**src/rtl/txdefer_pkg.sv**
```systemverilog
package txdefer_pkg;

   typedef enum logic {
      DEPTH_SMALL = 1'b0,
      DEPTH_LARGE = 1'b1
   } depth_e;

   function automatic int unsigned release_level(input int unsigned depth,
                                                 input int unsigned headroom);
      return depth - headroom;
   endfunction

endpackage

```
**src/rtl/txdefer_thresh.sv**
```systemverilog
module txdefer_thresh
   import txdefer_pkg::*;
#(
   parameter int unsigned LVL_W       = 6,
   parameter int unsigned SMALL_DEPTH = 16,
   parameter int unsigned LARGE_DEPTH = 32,
   parameter int unsigned HEADROOM    = 2
) (
   input  logic             depth_sel,
   input  logic [LVL_W-1:0] fifo_level,
   output logic             level_met
);

   localparam int unsigned N_SEL = 2;
   localparam int unsigned DEPTHS [N_SEL] = '{SMALL_DEPTH, LARGE_DEPTH};

   logic [N_SEL-1:0] met_vec;

   for (genvar g = 0; g < N_SEL; g++) begin : g_cmp
      localparam int unsigned LIM = release_level(DEPTHS[g], HEADROOM);
      localparam logic [LVL_W-1:0] LIM_V = LVL_W'(LIM);
      assign met_vec[g] = (fifo_level >= LIM_V);
   end

   assign level_met = (depth_e'(depth_sel) == DEPTH_LARGE) ? met_vec[1] : met_vec[0];

endmodule

```
**src/rtl/txdefer_lock.sv**
```systemverilog
module txdefer_lock (
   input  logic clk,
   input  logic rst_n,
   input  logic active,
   input  logic tx_empty,
   input  logic level_met,
   output logic lock_q
);

   logic empty_q;
   logic empty_rise;
   logic lock_d;

   assign empty_rise = tx_empty & ~empty_q;

   always_comb begin
      lock_d = lock_q;
      if (!active) begin
         lock_d = 1'b0;
      end else if (level_met) begin
         lock_d = 1'b0;
      end else if (empty_rise) begin
         lock_d = 1'b1;
      end
   end

   always_ff @(posedge clk or negedge rst_n) begin
      if (!rst_n) begin
         empty_q <= 1'b0;
         lock_q  <= 1'b0;
      end else begin
         empty_q <= tx_empty;
         lock_q  <= lock_d;
      end
   end

endmodule

```
**src/rtl/txdefer_gate.sv**
```systemverilog
module txdefer_gate
   import txdefer_pkg::*;
#(
   parameter int unsigned LVL_W       = 6,
   parameter int unsigned SMALL_DEPTH = 16,
   parameter int unsigned LARGE_DEPTH = 32,
   parameter int unsigned HEADROOM    = 2
) (
   input  logic             clk,
   input  logic             rst_n,
   input  logic             defer_en,
   input  logic             ext_mode,
   input  logic             fifo_on,
   input  logic             depth_sel,
   input  logic [LVL_W-1:0] fifo_level,
   input  logic             tx_empty,
   output logic             tx_start_ok
);

   if (LARGE_DEPTH >= (1 << LVL_W)) begin : g_bad_width
      $error("txdefer_gate: LVL_W too narrow for LARGE_DEPTH");
   end
   if (SMALL_DEPTH >= LARGE_DEPTH) begin : g_bad_order
      $error("txdefer_gate: SMALL_DEPTH must be below LARGE_DEPTH");
   end
   if (HEADROOM == 0 || HEADROOM >= SMALL_DEPTH) begin : g_bad_head
      $error("txdefer_gate: HEADROOM out of range");
   end

   logic active;
   logic level_met;
   logic lock_q;
   logic has_data;

   assign active   = defer_en & ext_mode & fifo_on;
   assign has_data = (fifo_level != '0);

   txdefer_thresh #(
      .LVL_W       (LVL_W),
      .SMALL_DEPTH (SMALL_DEPTH),
      .LARGE_DEPTH (LARGE_DEPTH),
      .HEADROOM    (HEADROOM)
   ) i_thresh (
      .depth_sel  (depth_sel),
      .fifo_level (fifo_level),
      .level_met  (level_met)
   );

   txdefer_lock i_lock (
      .clk       (clk),
      .rst_n     (rst_n),
      .active    (active),
      .tx_empty  (tx_empty),
      .level_met (level_met),
      .lock_q    (lock_q)
   );

   assign tx_start_ok = has_data & ~(lock_q & active);

endmodule

```
**config.mk**
```make
export PLATFORM = sky130hd
export DESIGN_NAME = txdefer_gate
export DESIGN_NICKNAME = d
export VERILOG_FILES = /design/src/rtl/txdefer_pkg.sv /design/src/rtl/txdefer_thresh.sv /design/src/rtl/txdefer_lock.sv /design/src/rtl/txdefer_gate.sv
export SDC_FILE = /design/constraint.sdc
export NUM_CORES = 1
export LEC_CHECK = 0
export BUFFER_PORTS_ARGS = -buffer_cell sky130_fd_sc_hd__buf_2
export CELL_PAD_IN_SITES_DETAIL_PLACEMENT = 1
export CELL_PAD_IN_SITES_GLOBAL_PLACEMENT = 1
export CORE_AREA = 8 8 45 47
export DETAILED_ROUTE_END_ITERATION = 12
export DIE_AREA = 0 0 53 55
export PLACE_DENSITY_LB_ADDON = 0.1
export SLEW_MARGIN = 10
export SYNTH_ARGS = -nofsm -noshare
export SYNTH_HDL_FRONTEND = slang
export SYNTH_SLANG_ARGS = --single-unit
```
**constraint.sdc**
```tcl
create_clock -name clk -period 0.9 [get_ports clk]
set_input_delay 0.09 -clock clk [delete_from_list [all_inputs] [get_ports clk]]
set_output_delay 0.09 -clock clk [all_outputs]
set_load 0.02 [all_outputs]
```
# Yosys cells after proc, flatten, opt, wreduce, memory -nomap -nowiden
# Index checks and enable logic that the tools add are counted.
# op_classes
n_mux,4
bitwise,7
order_cmp,2
eq_ne,1
reduce_logical,1
# ops
op,n
greater-or-equal comparator 6 x 4 -> 1 bit (second input constant),1
greater-or-equal comparator 6 x 5 -> 1 bit (second input constant),1
nonzero test 6 bit,1
AND 1 bit,5
2-to-1 mux 1 bit,4
!= test 3 x 1 -> 1 bit (second input constant),1
inverter 1 bit,2
# word_totals
wordCells,17
input_bits,13
regBits,2
out_inout_bits,1

# Longest topological paths before layout
# depth
word_depth,5
mapped_depth,3

# By module
# Synthesis repeated with hierarchy kept, for this count alone.
# hier_totals
hier_cells,13
hier_area_um2,128.9
# modules_own_cells
module,seq_area_each_um2,instances,cells_per_inst,area_each_um2
txdefer_lock,50.0,1,5,70.1
txdefer_thresh,0.0,1,4,30.0
txdefer_gate,0.0,1,4,28.8

# Worst setup path before layout
# OpenSTA, ideal clock, no wires.
# synth_timing
path_kind,input-to-output
startpoint,in fifo_level[0]
endpoint,out tx_start_ok
cell_stages,3
path_slack_ps,-25
t_arrival_ps,835
required_ps,810
cell_sequence,or4_1 > nor3_2 > a21oi_1
# synth_between
elab_chain_cells,2
# synth_rtl
item,line_no,rtl
start: declaration,txdefer_gate.sv:15,"input logic [LVL_W-1:0] fifo_level,"
nonzero test 6 bit,txdefer_gate.sv:36,assign has_data = (fifo_level != '0);
AND 1 bit,txdefer_gate.sv:58,assign tx_start_ok = has_data & ~(lock_q & active);
end: declaration,txdefer_gate.sv:17,output logic tx_start_ok
# Every way passes these cells.

# Worst setup path in the final report
# Ends and elaborated chain as after synthesis.

==> flow_metrics.env <==
export IMPL_outcome="finished with violations"
export IMPL_violations="negative setup slack"
export IMPL_period_share_pct=126
export IMPL_dp_cells=43
export IMPL_drv_slew=0
export IMPL_slowest_stage="or4_4"
export IMPL_nets=47
export IMPL_finalCriticalPeriod_ps=1140
export IMPL_yosysTopAreaCell="dfrtp_1"
export IMPL_cts_buffers=3
export IMPL_die_y_um=55
export IMPL_synth_cell_types=8
export IMPL_cts_setup_buffers=0
export IMPL_drt_pass1_iter_count=2
export IMPL_worstPathArrival_ps=1050
export IMPL_cts_sinks=2
export IMPL_drt_initial_drc_count=2
export IMPL_grt_max_degree=3
export IMPL_dieArea_mm2=0.00292
export IMPL_grt_usage_pct=4.32
export IMPL_cp_start_kind="input port"
export IMPL_std_cell_rows=14
export IMPL_place_gp_congestion=0.602
export IMPL_pre_cts_slack_ps=-270
export IMPL_yosysWarnings=0
export IMPL_cts_buffer_depth=2
export IMPL_syn_to_final_growth_pct=149
export IMPL_crit_fanout=1
export IMPL_criticalPathCategory="input port to output pin"
export IMPL_start_util_pct=8.32
export IMPL_clk_latency_ps=220
export IMPL_grt_overflow_total=0
export IMPL_synth_nets=25
export IMPL_netlist_area_leader_share_pct=43.5
export IMPL_synth_area_um2=115
export IMPL_worst_slew_pin_slew_ps=157
export IMPL_grt_pass1_wl_um=869
export IMPL_rsz0062_at_grt="yes"
export IMPL_grt_pass1_vias=229
export IMPL_worstPathRequired_ps=810
export IMPL_antenna_found_initial=0
export IMPL_drc=0
export IMPL_detail_route_wl_per_cell_um=10.9
export IMPL_antenna_cells=0
export IMPL_syn_avg_cell_area_um2=9.59
export IMPL_hp_class="input port to asynchronous set/reset pin"
export IMPL_fmax_ghz=0.880
export IMPL_endpoint_kind="output pin"
export IMPL_cts_clk_slew_worst_paths_ps=30
export IMPL_r2r_setup_slack_ps=60
export IMPL_timing_rr_end="i_lock.lock_q"
export IMPL_ios=14
export IMPL_ant_nets=0
export IMPL_maxCapViolCount=0
export IMPL_power_leakage_nw=0.147
export IMPL_hold_violations=0
export IMPL_cts_tree="built"
export IMPL_yosysSeqAreaShare_pct=43.5
export IMPL_vias=174
export IMPL_vdd_ir_drop_max_mv=0.237
export IMPL_critPathLaunch="fifo_level[0]"
export IMPL_h_tree_depth=1
export IMPL_io_buffers=13
export IMPL_final_cells=48
export IMPL_relSlewSlack_pct=89.5
export IMPL_final_layout_size_suffix_gt1_share_pct=65.6
export IMPL_dieWidth_um=53
export IMPL_clockRootBuffer="clkbuf_4"
export IMPL_fin_ws_ps=-237
export IMPL_netlist_top_cells_area="dfrtp_1, a21oi_1, and4b_1"
export IMPL_core_mm2=0.00138
export IMPL_power_density_mw_per_mm2=1230
export IMPL_fin_worst_skew_ps=0.261
export IMPL_routed_wl_um=522
export IMPL_nFillCells=175
export IMPL_setup_viol_count_final=1
export IMPL_synthCells=12
export IMPL_crit_chain="buf_6, or4_4, nor3_4, a21oi_2, buf_4"
export IMPL_cpPeakStageDelay_ps=540
export IMPL_ys_ff_latch=2
export IMPL_viasPerCell=3.63
export IMPL_reg2reg_depth=2
export IMPL_reg2reg_from="i_lock.lock_q"
## cell families after synthesis
kind of cell	synth area share, %
AO/OA/AOI/OAI	20.6
flip-flops	43.5
buffers and inverters	6.52
AND/OR/NAND/NOR	29.4
## cell type report
type                    count  area, µm²  share of cell area, %
inverters                   2       7.51                   2.62
multi-input cells           8       71.3                   24.9
clock buffers               3       22.5                   7.86
flip-flops and latches      2       50.0                   17.5
well taps                  16       20.0                   6.99
repair buffers             17        115                   40.2
## cells in the final DEF, fill, tap and decap left out
| master | count |
|---|---|
| dfrtp_1 | 2 |
| or4_4 | 1 |
| inv_1 | 2 |
| buf_6 | 2 |
| dlygate4sd3_1 | 2 |
| buf_4 | 3 |
| a21oi_1 | 2 |
| a21oi_2 | 1 |
| and4b_1 | 1 |
| nor3_4 | 1 |
| clkbuf_4 | 3 |
| and3_1 | 1 |
| o2111ai_1 | 1 |
| buf_2 | 10 |
## flip-flops by register name, indices dropped and copies added (netlist names)
signal and flops:
i_lock.lock_q 1, i_lock.empty_q 1
## how the worst max path moves through the flow
stage / to / slack (ps) / cells after the start
after global placement: tx_start_ok / -260 / 5
after floorplan: tx_start_ok / -20 / 3
after detailed placement: tx_start_ok / -270 / 5
after CTS: tx_start_ok / -280 / 5
final: tx_start_ok / -240 / 5
after global routing: tx_start_ok / -290 / 5
## Yosys cell counts, drive strengths merged
| master | instances |
|---|---|
| a21oi | 3 |
| dfrtp | 2 |
| inv | 2 |
| and3 | 1 |
| and4b | 1 |
| nor3 | 1 |
| o2111ai | 1 |
| or4 | 1 |
## power by group
group | internal (mW) | leakage [nW] | switching, mW | total (mW)
Clock | 0.147 | 0.0138 | 0.0462 | 0.193
Sequential | 0.0933 | 0.0256 | 0.000757 | 0.0940
Combinational | 0.0421 | 0.108 | 0.0238 | 0.0660
Total | 0.282 | 0.147 | 0.0708 | 0.353
## per-layer routing
metal | wire [µm] | track usage, % | vias up
met5 | 0 | 0 | -
li1 | - | - | 86
met1 | 194 | 4.26 | 78
met3 | 63 | 3.48 | 0
met4 | 0 | 2.59 | 0
met2 | 264 | 6.25 | 10
## critical path, delay by kind of cell
family | cells | cell delay, ps
AND/OR/NAND/NOR | 2 | 670
buffers and inverters | 2 | 240
AO/OA/AOI/OAI | 1 | 50
## metrics by stage
| step | power (mW) | hold slack [ps] | TNS, ps | utilization [%] | instance area, µm² |
|---|---|---|---|---|---|
| floorplan | 0.105 | -206 | -20.6 | - | 119 |
| global placement | 0.145 | -124 | -259 | 15.8 | 219 |
| detailed placement | 0.145 | -123 | -270 | 15.8 | 219 |
| CTS | 0.361 | 172 | -276 | 18.9 | 262 |
| global route | 0.382 | 175 | -292 | 20.7 | 287 |
| finish | 0.353 | 181 | -237 | 20.7 | 287 |
## repair_timing
item | CTS | global route
endpoints found under the setup margin | 1 | 1
endpoints found under the hold margin | 3 | 0
gates resized for setup | 0 | 5
hold buffers | 2 | 0
gates cloned | 0 | 0
Note: power is estimated with default switching activity, not from simulation.
